### config.mk
export PLATFORM = sky130hd
export DESIGN_NAME = shared_bus_arbiter
export DESIGN_NICKNAME = d
export VERILOG_FILES = /design/src/rtl/arb_pkg.sv /design/src/rtl/arb_pick.sv /design/src/rtl/arb_owner_ctl.sv /design/src/rtl/shared_bus_arbiter.sv
export SDC_FILE = /design/constraint.sdc
export NUM_CORES = 1
export LEC_CHECK = 0
export ABC_AREA = 1
export BUFFER_PORTS_ARGS = -buffer_cell sky130_fd_sc_hd__buf_2
export CAP_MARGIN = 20
export CORE_MARGIN = 2
export CORE_UTILIZATION = 40
export DETAILED_ROUTE_END_ITERATION = 7
export GPL_ROUTABILITY_DRIVEN = 1
export MAX_ROUTING_LAYER = met4
export PLACE_DENSITY = 0.67
export SLEW_MARGIN = 20
export SYNTH_ARGS = -nofsm -noshare
export SYNTH_HDL_FRONTEND = slang
export SYNTH_SLANG_ARGS = --single-unit
### constraint.sdc
create_clock -name clk -period 5.5 [get_ports clk]
set_clock_uncertainty 0.15 [all_clocks]
set_input_delay 0 -clock clk [delete_from_list [all_inputs] [get_ports clk]]
set_output_delay 0 -clock clk [all_outputs]
set_load 0.1 [all_outputs]
### src/rtl/arb_pkg.sv
package arb_pkg;
  typedef enum logic {
    PRIO_FIXED  = 1'b0,
    PRIO_ROTATE = 1'b1
  } prio_mode_e;
endpackage

### src/rtl/arb_pick.sv
// Priority picker over processor requests; fixed or rotating search start.
module arb_pick #(
  parameter int N  = 6,
  parameter int IW = 3
) (
  input  logic [N-1:0]  req,
  input  logic [IW-1:0] start,
  input  logic          rotate,
  output logic          found,
  output logic [IW-1:0] idx
);
  always_comb begin
    found = 1'b0;
    idx   = '0;
    for (int k = 0; k < N; k++) begin
      int c;
      c = rotate ? ((int'(start) + k) % N) : k;
      if (!found && req[c]) begin
        found = 1'b1;
        idx   = IW'(c);
      end
    end
  end
endmodule

### src/rtl/arb_owner_ctl.sv
// Ownership state: owner valid flag, owner code, most recent processor owner.
module arb_owner_ctl
  import arb_pkg::*;
#(
  parameter int NPROC = 6,
  parameter int IW    = 3
) (
  input  logic             clk,
  input  logic             rst_n,
  input  logic [NPROC-1:0] proc_req,
  input  logic             host_req,
  input  logic             lock,
  input  logic             pick_found,
  input  logic [IW-1:0]    pick_idx,
  output logic             own_v,
  output logic [IW-1:0]    own_id,
  output logic [IW-1:0]    last_proc
);
  localparam logic [IW-1:0] HOST_ID = IW'(NPROC);
  localparam logic [IW-1:0] LAST_RST = IW'(NPROC - 1);

  logic          own_v_n;
  logic [IW-1:0] own_id_n;
  logic [IW-1:0] last_n;
  logic          own_en;
  logic          last_en;
  logic          owner_req;
  logic          owner_is_host;
  logic          release_bus;

  assign owner_is_host = (own_id == HOST_ID);
  assign owner_req     = owner_is_host ? host_req : proc_req[own_id];
  assign release_bus   = !lock && (!owner_req || (!owner_is_host && host_req));

  always_comb begin
    own_v_n  = own_v;
    own_id_n = own_id;
    last_n   = last_proc;
    own_en   = 1'b0;
    last_en  = 1'b0;
    if (own_v) begin
      if (release_bus) begin
        own_en  = 1'b1;
        own_v_n = 1'b0;
      end
    end else if (host_req) begin
      own_en   = 1'b1;
      own_v_n  = 1'b1;
      own_id_n = HOST_ID;
    end else if (pick_found) begin
      own_en   = 1'b1;
      last_en  = 1'b1;
      own_v_n  = 1'b1;
      own_id_n = pick_idx;
      last_n   = pick_idx;
    end
  end

  always_ff @(posedge clk or negedge rst_n) begin
    if (!rst_n) begin
      own_v  <= 1'b0;
      own_id <= '0;
    end else if (own_en) begin
      own_v  <= own_v_n;
      own_id <= own_id_n;
    end
  end

  always_ff @(posedge clk or negedge rst_n) begin
    if (!rst_n) begin
      last_proc <= LAST_RST;
    end else if (last_en) begin
      last_proc <= last_n;
    end
  end
endmodule

### src/rtl/shared_bus_arbiter.sv
module shared_bus_arbiter
  import arb_pkg::*;
#(
  parameter int NPROC = 6,
  localparam int IW   = $clog2(NPROC + 2)
) (
  input  logic             clk,
  input  logic             rst_n,
  input  logic [NPROC-1:0] proc_req,
  input  logic             host_req,
  input  logic             rotate_mode,
  input  logic             lock,
  output logic [NPROC:0]   grant,
  output logic [IW-1:0]    owner_id
);
  localparam logic [IW-1:0] IDLE_ID = {IW{1'b1}};

  prio_mode_e    mode;
  logic          own_v;
  logic [IW-1:0] own_id;
  logic [IW-1:0] last_proc;
  logic [IW-1:0] search_start;
  logic          pick_found;
  logic [IW-1:0] pick_idx;

  assign mode         = prio_mode_e'(rotate_mode);
  assign search_start = (last_proc == IW'(NPROC - 1)) ? '0 : last_proc + 1'b1;

  arb_pick #(.N(NPROC), .IW(IW)) u_pick (
    .req    (proc_req),
    .start  (search_start),
    .rotate (mode == PRIO_ROTATE),
    .found  (pick_found),
    .idx    (pick_idx)
  );

  arb_owner_ctl #(.NPROC(NPROC), .IW(IW)) u_ctl (
    .clk        (clk),
    .rst_n      (rst_n),
    .proc_req   (proc_req),
    .host_req   (host_req),
    .lock       (lock),
    .pick_found (pick_found),
    .pick_idx   (pick_idx),
    .own_v      (own_v),
    .own_id     (own_id),
    .last_proc  (last_proc)
  );

  for (genvar g = 0; g <= NPROC; g++) begin : g_grant
    assign grant[g] = own_v && (own_id == IW'(g));
  end

  assign owner_id = own_v ? own_id : IDLE_ID;
endmodule

==> results of run 1 <==
==> cell type report <==
cell class,instances,area [um^2]
fillers,353,1580
inverters,38,143
multi-input cells,188,945
clock buffers,4,26.3
flip-flops and latches,7,178
well taps,44,55.1
repair buffers,23,130
==> worst max-delay path by stage <==
stage | startpoint | endpoint | slack [ns] | cells after the start
floorplan | u_ctl.last_proc[0]$_DFFE_PN1P_ | u_ctl.own_id[1]$_DFFE_PN0P_ | 2.62 | 22
global placement | u_ctl.last_proc[0]$_DFFE_PN1P_ | u_ctl.own_id[1]$_DFFE_PN0P_ | 2.37 | 22
detailed placement | u_ctl.last_proc[0]$_DFFE_PN1P_ | u_ctl.own_id[1]$_DFFE_PN0P_ | 2.32 | 22
CTS | u_ctl.last_proc[0]$_DFFE_PN1P_ | u_ctl.own_id[1]$_DFFE_PN0P_ | 2.29 | 22
global route | u_ctl.last_proc[0]$_DFFE_PN1P_ | u_ctl.own_id[2]$_DFFE_PN0P_ | 1.90 | 22
finish | u_ctl.last_proc[0]$_DFFE_PN1P_ | u_ctl.own_id[1]$_DFFE_PN0P_ | 2.30 | 22
==> worst register-to-register path, cell delays in order, from the launching register on <==
cell and delay (ns):
dfstp_2 0.58, inv_2 0.11, nand2_1 0.13, nand2_1 0.09, inv_1 0.06, ha_1 0.28
a21oi_1 0.16, and2_1 0.17, inv_1 0.04, nand2_1 0.05, ha_1 0.22, nor2_1 0.14
nand4_1 0.13, nand3_1 0.13, nand2_1 0.06, nand2_1 0.09, nand2_2 0.10, inv_1 0.07
nand4_1 0.11, nand2_2 0.11, nand2_1 0.05, nand2_1 0.06, inv_1 0.04
==> synthesized netlist by cell type <==
| library cell | instances | area share, % |
|---|---|---|
| nand2_2 | 10 | 4.9 |
| o21ai_0 | 4 | 1.6 |
| nor2_4 | 3 | 2.6 |
| a21oi_1 | 3 | 1.2 |
| dfstp_2 | 2 | 4.1 |
| nand2_4 | 1 | 0.88 |
| nor2_8 | 1 | 1.6 |
| buf_4 | 2 | 1.2 |
| nand4_2 | 1 | 0.97 |
| clkbuf_1 | 1 | 0.29 |
| nor3_1 | 1 | 0.39 |
| nand3_1 | 35 | 14 |
| o22ai_1 | 3 | 1.5 |
| nand4_1 | 8 | 3.9 |
| nand3_2 | 1 | 0.78 |
| inv_2 | 7 | 2.0 |
| inv_1 | 31 | 9.1 |
| nor2_2 | 2 | 0.97 |
| and2_1 | 3 | 1.5 |
| nand3b_1 | 1 | 0.59 |
| dfrtp_1 | 5 | 9.7 |
| nand3_4 | 2 | 2.7 |
| nor2_1 | 24 | 7.0 |
| o21ai_1 | 1 | 0.39 |
| ha_1 | 3 | 2.9 |
| nand2_1 | 81 | 24 |
==> cell usage in the layout (no fill, tap or decap), types with 2 or more instances in the layout <==
master / Yosys / final
a21oi_1: 3 / 3
and2_1: 3 / 3
buf_2: 0 / 20
clkbuf_4: 0 / 3
dfrtp_1: 5 / 5
dfstp_2: 2 / 2
dlygate4sd3_1: 0 / 3
ha_1: 3 / 3
inv_1: 31 / 31
inv_2: 7 / 7
nand2_1: 81 / 81
nand2_2: 10 / 10
nand3_1: 35 / 35
nand3_4: 2 / 2
nand4_1: 8 / 8
nor2_1: 24 / 24
nor2_2: 2 / 2
nor2_4: 3 / 3
o21ai_0: 4 / 4
o22ai_1: 3 / 3
==> routing by layer <==
metal / wire (um) / up-vias / GRT usage, %
li1: - / 801 / -
met1: 1660 / 660 / 30.0
met2: 1530 / 60 / 34.6
met3: 260 / 4 / 1.92
met4: 16 / 0 / 3.11
met5: 0 / - / -
==> state kept, by name (all words and copies together) (netlist names) <==
name / count
u_ctl.own_v: 1
u_ctl.own_id: 3
u_ctl.last_proc: 3
==> logic make-up after synthesis <==
| kind of cell | share of synthesized area, % |
|---|---|
| and+or+nand+nor | 66.1 |
| buffers and inverters | 12.6 |
| AOI/OAI and AO/OA | 4.58 |
| DFF | 13.8 |
| adders and majority gates | 2.92 |
==> through the flow <==
| step | util (%) | hold slack [ns] | instances | instance area [um^2] |
|---|---|---|---|---|
| after floorplan | - | -0.446 | 236 | 1280 |
| after CTS | 48.4 | 0.0240 | 304 | 1480 |
| after global placement | 46.5 | -0.305 | 297 | 1420 |
| after detailed placement | 46.5 | -0.307 | 297 | 1420 |
| after global routing | 48.4 | 0.0700 | 304 | 1480 |
| final | 48.4 | 0.0268 | 304 | 1480 |
==> reports/qor.yml, run 1 <==
run_status:
  status: "finished clean"
worst_setup_path:
  cp_max_fo: 10
  endpoint_kind: "flop"
  cp_num_buf_inv: 5
  path_common_cell: "nand2_1"
  worstPathCellList: "inv_2, nand2_1, nand2_1, inv_1, ha_1, a21oi_1, and2_1, inv_1, nand2_1, ha_1, nor2_1, nand4_1, nand3_1, nand2_1, nand2_1, nand2_2, inv_1, nand4_1, nand2_2, nand2_1, nand2_1, inv_1"
  critPathKind: "reg2reg"
  rr_startpoint: "u_ctl.last_proc[0]$_DFFE_PN1P_"
  r2r_slack_ns: 2.30
  arrival_ns: 3.20
  worstReg2RegEnd: "u_ctl.own_id[1]$_DFFE_PN0P_"
  reg2regPathDepth: 22
  cp_top_family: "simple AND/OR/NAND/NOR gates"
  slowest_stage: "dfstp_2"
  slowest_delay_ns: 0.58
  cp-start-kind: "flop"
  critPathRequiredTime_ns: 5.50
timing:
  slew_headroom_pct: 67.5
  worst_pin_slew_ns: 0.491
  period_share_pct: 58.2
  drv_slew: 0
  setup_tns_ns: 0
  rsz0062_at_grt: "false"
  fmax_mhz: 312
  final-hold-violation-count: 0
  setup_viol: 0
  min_period_ns: 3.20
  setup_slack_ns: 2.30
yosys:
  synth_fp_nets: 250
  netlist_area_um2: 1280
  ys_ff_latch: 7
  yosysWarningCount: 0
  ys_types: 26
  syn_inst: 236
  syn_avg_cell_area_um2: 5.44
  synth_seq_area_share_pct: 13.8
global_routing:
  antenna_found_initial: 0
  grt_usage_pct: 21.5
  grt_start_max_net_pins: 18
  grt.overflow.total: 0
  grt_pass1_wl_mm: 5.87
  grt_pass1_vias: 1335
routing:
  dr_total_vias: 1525
  wl_per_cell_um: 11.4
  drc: 0
  dr.pass1.iters: 4
  viasPerCell: 5.02
  wl_mm: 3.47
  ant_nets: 0
  drtIter0Drc: 89
cts:
  hold_buffers: 3
  clock_sink_count: 7
  cts_setup_buffers: 0
  clkTransAtPathRegs_ns: 0.06
  cts_made_buffers: 3
  htreeDepth: 1
  cts-root-buf: "clkbuf_4"
  cts_tree: "built"
  clock_path_buffers: 2
  cts_resized: 0
  clock_latency_ns: 0.25
placed_design:
  dp_hpwl_mm: 2.85
  port_buffers: 20
  pre_cts_ws_ns: 2.32
  finalWeightedCongestion: 0.938
worst_hold_path:
  holdPathEnd: "u_ctl.own_v$_DFFE_PN0P_"
  min-delay-path-class: "in2reg"
  hp-start: "host_req"
  hold_depth: 5
cells_and_area:
  antennaDiodeCount: 0
  nNetsFinal: 275
  area_delta_synth_final_pct: 15.0
  drive_gt1_share_pct: 20.4
die:
  io_pins: 21
  die_w_um: 60.7
  die_h_um: 60.7
  rows: 20
  start_util_pct: 42.0
  die-area_um2: 3680
  core_area_um2: 3050
run:
  cap_violations: 0
Power of run 1 is not shown: default switching activity piles up to over one toggle a cycle in this logic, so the estimate is an artifact.
==> run 2, diff against run 1 <==
PLACE_DENSITY = 0.69   (was 0.67)
clock period = 2.87 ns   (was 5.5 ns; I/O delays follow)
==> reports/qor.yml, run 2 (same netlist as run 1, synthesis figures left out) <==
run_status:
  status: "finished clean"  # unchanged
global_routing:
  grt.overflow.total: 0  # unchanged
  grt_usage_pct: 22.8  # was 21.5%
  grt_pass1_vias: 1450  # was 1335
  antenna_found_initial: 0  # unchanged
  grt_start_max_net_pins: 18  # unchanged
  grt_pass1_wl_mm: 6.19  # was 5.87 mm
run:
  cap_violations: 0  # unchanged
cells_and_area:
  ff_latch_area_um2: 178  # unchanged
  drive_gt1_share_pct: 34.8  # was 20.4%
  final_common_cell: "nand2_1"  # unchanged
  fillCellCount: 291  # was 353
  postLayoutCellArea_um2: 1750  # was 1480 um^2
  multiInputGateArea_um2: 1070  # was 945 um^2
  area_delta_synth_final_pct: 36.3  # was 15.0%
  antennaDiodeCount: 0  # unchanged
  nNetsFinal: 294  # was 275
  top_regs: "u_ctl.last_proc x3, u_ctl.own_id x3, u_ctl.own_v x1"  # unchanged
  final_cell_mix: "nand2_1, nand3_1, inv_1"  # unchanged
die:
  io_pins: 21  # unchanged
  die-area_um2: 3680  # unchanged
  start_util_pct: 42.0  # unchanged
  die_h_um: 60.7  # unchanged
  die_w_um: 60.7  # unchanged
  rows: 20  # unchanged
  core_area_um2: 3050  # unchanged
cts:
  clkTransAtPathRegs_ns: 0.06  # about the same
  clock_latency_ns: 0.26  # was 0.25 ns
  clock_path_buffers: 2  # unchanged
  clock_sink_count: 7  # unchanged
  cts_tree: "built"  # unchanged
  cts-root-buf: "clkbuf_4"  # unchanged
  htreeDepth: 1  # unchanged
  cts_made_buffers: 3  # unchanged
worst_setup_path:
  r2r_slack_ns: 0.05  # was 2.30 ns
  critPathKind: "reg2reg"  # unchanged
  cp_max_fo: 3  # was 10
  worstReg2RegEnd: "u_ctl.last_proc[2]$_DFFE_PN1P_"  # was u_ctl.own_id[1]$_DFFE_PN0P_
  arrival_ns: 2.87  # was 3.20 ns
  reg2regPathDepth: 22  # unchanged
  cp-start-kind: "flop"  # unchanged
  endpoint_kind: "flop"  # unchanged
  critPathRequiredTime_ns: 2.92  # was 5.50 ns
  critPathLaunch: "u_ctl.last_proc[0]$_DFFE_PN1P_"  # unchanged
  rr_startpoint: "u_ctl.last_proc[0]$_DFFE_PN1P_"  # unchanged
  crit_path_end: "u_ctl.last_proc[2]$_DFFE_PN1P_"  # was u_ctl.own_id[1]$_DFFE_PN0P_
routing:
  drtIter0Drc: 110  # was 89
  dr.pass1.iters: 5  # was 4
  dr_total_vias: 1653  # was 1525
  wl_met1_mm: 1.69  # was 1.66 mm
  wl_per_cell_um: 12.2  # was 11.4 um
  wl_mm: 3.93  # was 3.47 mm
  routed.top_layer: "met4"  # unchanged
  wl_met3_um: 337  # was 260 um
  ant_nets: 0  # unchanged
  wl_met2_mm: 1.77  # was 1.53 mm
  viasPerCell: 5.12  # was 5.02
  drc: 0  # unchanged
timing:
  setup_viol: 0  # unchanged
  drv_slew: 0  # unchanged
  final-hold-violation-count: 0  # unchanged
  period_share_pct: 98.2  # was 58.2%
  setup_tns_ns: 0  # unchanged
  slew_headroom_pct: 67.7  # was 67.5%
  fmax_mhz: 355  # was 312 MHz
  min_period_ns: 2.82  # was 3.20 ns
  rsz0062_at_grt: "true"  # was false
  worst_pin_slew_ns: 0.488  # was 0.491 ns
placed_design:
  finalWeightedCongestion: 0.920  # was 0.938
  place_area_um2: 1530  # was 1420 um^2
  dp_hpwl_mm: 2.98  # was 2.85 mm
  port_buffers: 20  # unchanged
worst_hold_path:
  min-delay-path-class: "in2reg"  # unchanged
  hold_depth: 5  # unchanged
run 2: worst min-delay path by stage:
stage              from                        endpoint  slack (ns)
2_1_floorplan     rst_n  u_ctl.last_proc[1]$_DFFE_PN0P_       -0.45
3_3_place_gp      rst_n  u_ctl.last_proc[1]$_DFFE_PN0P_       -0.30
3_5_place_dp      rst_n     u_ctl.own_id[2]$_DFFE_PN0P_       -0.30
4_1_cts        host_req         u_ctl.own_v$_DFFE_PN0P_        0.02
5_1_grt        host_req         u_ctl.own_v$_DFFE_PN0P_        0.05
6_report       host_req         u_ctl.own_v$_DFFE_PN0P_       0.004
run 2: repair_timing:
item | CTS | global route
hold buffers | 3 | 0
setup buffers | 3 | 2
pin swaps | 7 | 17
endpoints found under the setup margin | 7 | 7
resized for setup | 4 | 26
hold endpoints to repair | 8 | 0
run 2: layer usage:
metal  up-vias  track usage [%]
met1       715             30.1
met5         -                -
li1        833                -
met4         0             11.2
met3        17             1.71
met2        88             35.2
run 2: stage by stage:
stage | setup slack (ns) | utilization [%] | hold slack [ns] | std cells
after floorplan | 0.0189 | - | -0.446 | 236
after detailed placement | -0.0928 | 50.1 | -0.296 | 311
after CTS | 0.00504 | 53.4 | 0.0173 | 321
after global routing | -0.111 | 57.3 | 0.0464 | 323
after global placement | -0.0239 | 50.1 | -0.300 | 311
final | 0.0517 | 57.3 | 0.00438 | 323
run 2: layout make-up:
type	count	share of cell area [%]
timing repair buffer	42	15.6
sequential	7	10.2
clock buffer	4	1.50
multi-input combinational	188	61.4
inverter	38	8.15
tap	44	3.15
run 2: critical path, cell delays in order, from the launching register on:
cell and delay, ns:
dfstp_2 0.55, nand3_2 0.10, nand2_2 0.09, inv_2 0.05, ha_4 0.27, a21oi_4 0.03
and2_4 0.16, inv_2 0.05, nand2_2 0.05, ha_4 0.23, nor2_4 0.10, nand4_1 0.10
nand3_2 0.12, nand2_2 0.07, nand2_2 0.09, nand2_1 0.07, nand2_1 0.08, nand2_1 0.05
nand2_1 0.06, nand2_1 0.07, nand2_2 0.10, o21ai_2 0.08, inv_1 0.05
Power of run 2 is left out for the same reason.
==> run 3, diff against run 2 <==
--- a/config.mk
+++ b/config.mk
@@ -12,2 +12,3 @@
 export CORE_UTILIZATION = 40
+export CTS_BUF_LIST = sky130_fd_sc_hd__clkbuf_8
 export DETAILED_ROUTE_END_ITERATION = 7
==> constraint.sdc (replaced) <==
create_clock -name clk -period 2.87 [get_ports clk]
set_clock_uncertainty 0.15 [all_clocks]
set_input_delay 0.7175 -clock clk [delete_from_list [all_inputs] [get_ports clk]]
set_output_delay 0.7175 -clock clk [all_outputs]
set_load 0.1 [all_outputs]
==> reports/qor.yml, run 3 (same netlist as run 1, synthesis figures left out) <==
cells_and_area:
  drive_gt1_share_pct: 40.5  # was 34.8%
  area_delta_synth_final_pct: 44.2  # was 36.3%
  top_regs: "u_ctl.last_proc x3, u_ctl.own_id x3, u_ctl.own_v x1"  # unchanged
  antennaDiodeCount: 0  # unchanged
  nNetsFinal: 306  # was 294
  final_common_cell: "nand2_1"  # unchanged
  final_cell_mix: "nand2_1, buf_4, nand3_1"  # was nand2_1, nand3_1, inv_1
die:
  core_area_um2: 3050  # unchanged
  io_pins: 21  # unchanged
  die-area_um2: 3680  # unchanged
  die_h_um: 60.7  # unchanged
  start_util_pct: 42.0  # unchanged
  rows: 20  # unchanged
  die_w_um: 60.7  # unchanged
global_routing:
  grt_pass1_vias: 1459  # was 1450
  antenna_found_initial: 0  # unchanged
  grt.overflow.total: 0  # unchanged
  grt_start_max_net_pins: 13  # was 18
  grt_pass1_wl_mm: 6.60  # was 6.19 mm
  grt_usage_pct: 24.6  # was 22.8%
timing:
  period_share_pct: 101  # was 98.2%
  fmax_mhz: 346  # was 355 MHz
  setup_slack_ns: -0.0172  # was 0.0517 ns
  setup_tns_ns: -0.0347  # was 0 ns
  rsz0062_at_grt: "true"  # unchanged
  final-hold-violation-count: 0  # unchanged
  slew_headroom_pct: 67.6  # was 67.7%
  setup_viol: 3  # was 0
  min_period_ns: 2.89  # was 2.82 ns
  drv_slew: 0  # unchanged
  worst_pin_slew_ns: 0.490  # was 0.488 ns
run_status:
  status: "finished, violations left"  # was finished clean
  violations: "setup timing"
cts:
  clock_sink_count: 7  # unchanged
  htreeDepth: 1  # unchanged
  cts-root-buf: "clkbuf_8"  # was clkbuf_4
  cts_made_buffers: 3  # unchanged
  clock_path_buffers: 2  # unchanged
  cts_tree: "built"  # unchanged
  clock_latency_ns: 0.23  # was 0.26 ns
  hold_buffers: 0  # was 3
  clkTransAtPathRegs_ns: 0.04  # was 0.06 ns
worst_setup_path:
  arrival_ns: 2.86  # was 2.87 ns
  endpoint_kind: "flop"  # unchanged
  cp_max_fo: 4  # was 3
  slowest_stage: "dfstp_2"  # unchanged
  reg2regPathDepth: 22  # unchanged
  r2r_slack_ns: -0.02  # was 0.05 ns
  slowest_delay_ns: 0.54  # was 0.55 ns
  cp-start-kind: "flop"  # unchanged
  critPathKind: "reg2reg"  # unchanged
  path_common_cell: "nand2_2"
  critPathRequiredTime_ns: 2.84  # was 2.92 ns
  worstPathCellList: "inv_2, nand3_2, nand2_2, inv_2, ha_4, a21oi_4, and2_4, inv_2, nand2_2, ha_4, nor2_4, nand4_1, nand3_2, nand2_2, nand2_2, nand2_4, inv_2, nand4_1, nand2_2, nand2_2, nand2_2, inv_2"  # was nand3_2, nand2_2, inv_2, ha_4, a21oi_4, and2_4, inv_2, nand2_2, ha_4, nor2_4, nand4_1, nand3_2, nand2_2, nand2_2, nand2_1, nand2_1, nand2_1, nand2_1, nand2_1, nand2_2, o21ai_2, inv_1
  worstReg2RegEnd: "u_ctl.own_id[2]$_DFFE_PN0P_"  # was u_ctl.last_proc[2]$_DFFE_PN1P_
  rr_startpoint: "u_ctl.last_proc[2]$_DFFE_PN1P_"  # was u_ctl.last_proc[0]$_DFFE_PN1P_
routing:
  viasPerCell: 5.26  # was 5.12
  dr_total_vias: 1763  # was 1653
  drc: 0  # unchanged
  drtIter0Drc: 113  # was 110
  wl_mm: 4.40  # was 3.93 mm
  wl_per_cell_um: 13.1  # was 12.2 um
  ant_nets: 0  # unchanged
  dr.pass1.iters: 5  # unchanged
placed_design:
  dp_hpwl_mm: 3.08  # was 2.98 mm
  port_buffers: 20  # unchanged
  finalWeightedCongestion: 0.954  # was 0.920
run:
  cap_violations: 0  # unchanged
worst_hold_path:
  min-delay-path-class: "in2async"  # was in2reg
[run 3: worst max path at each step]
stage	start	end
6_report	u_ctl.last_proc[2]$_DFFE_PN1P_	u_ctl.own_id[2]$_DFFE_PN0P_
5_1_grt	u_ctl.last_proc[2]$_DFFE_PN1P_	u_ctl.own_id[1]$_DFFE_PN0P_
4_1_cts	u_ctl.last_proc[0]$_DFFE_PN1P_	u_ctl.own_id[2]$_DFFE_PN0P_
3_5_place_dp	u_ctl.last_proc[0]$_DFFE_PN1P_	u_ctl.own_id[2]$_DFFE_PN0P_
3_3_place_gp	u_ctl.last_proc[0]$_DFFE_PN1P_	u_ctl.own_id[2]$_DFFE_PN0P_
2_1_floorplan	u_ctl.own_id[2]$_DFFE_PN0P_	grant[0]
[run 3: metal layers]
metal	vias up	part of all wire, %	GRT usage [%]
li1	853	-	-
met1	775	41	32.3
met2	119	48	40.7
met3	16	8.1	1.28
met4	0	2.7	7.45
met5	-	0	-
[run 3: what timing repair did]
action,4_1_cts,5_1_grt
buffers inserted,14,4
pin swaps,10,13
resized for setup,8,23
setup endpoints to repair,7,7
[run 3: per-stage QoR]
step | setup slack, ns | utilization (%) | cells | hold slack, ns | area (um^2)
after CTS | 0.00143 | 57.1 | 332 | 0.176 | 1740
after detailed placement | -0.169 | 51.1 | 314 | 0.400 | 1560
after global placement | -0.0868 | 51.1 | 314 | 0.391 | 1560
after global routing | -0.149 | 60.7 | 335 | 0.181 | 1850
final | -0.0172 | 60.7 | 335 | 0.171 | 1850
after floorplan | -0.173 | - | 236 | 0.272 | 1300
[run 3: layout make-up]
type,count,area [um^2]
inverters,38,143
multi-input cells,188,1080
repair buffers,54,355
clock buffers,3,41.3
well taps,44,55.1
flip-flops and latches,7,178
fillers,305,1200
clock inverters,1,3.75
[run 3: worst max-delay path, delay by kind of cell (launching register included)]
kind / cells / cell delay (ns)
AO/OA/AOI/OAI: 1 / 0.12
adder cells (fa/ha/maj): 2 / 0.42
buffers and inverters: 5 / 0.23
flip-flops: 1 / 0.54
AND/OR/NAND/NOR: 14 / 1.32
Power of run 3 is left out for the same reason.
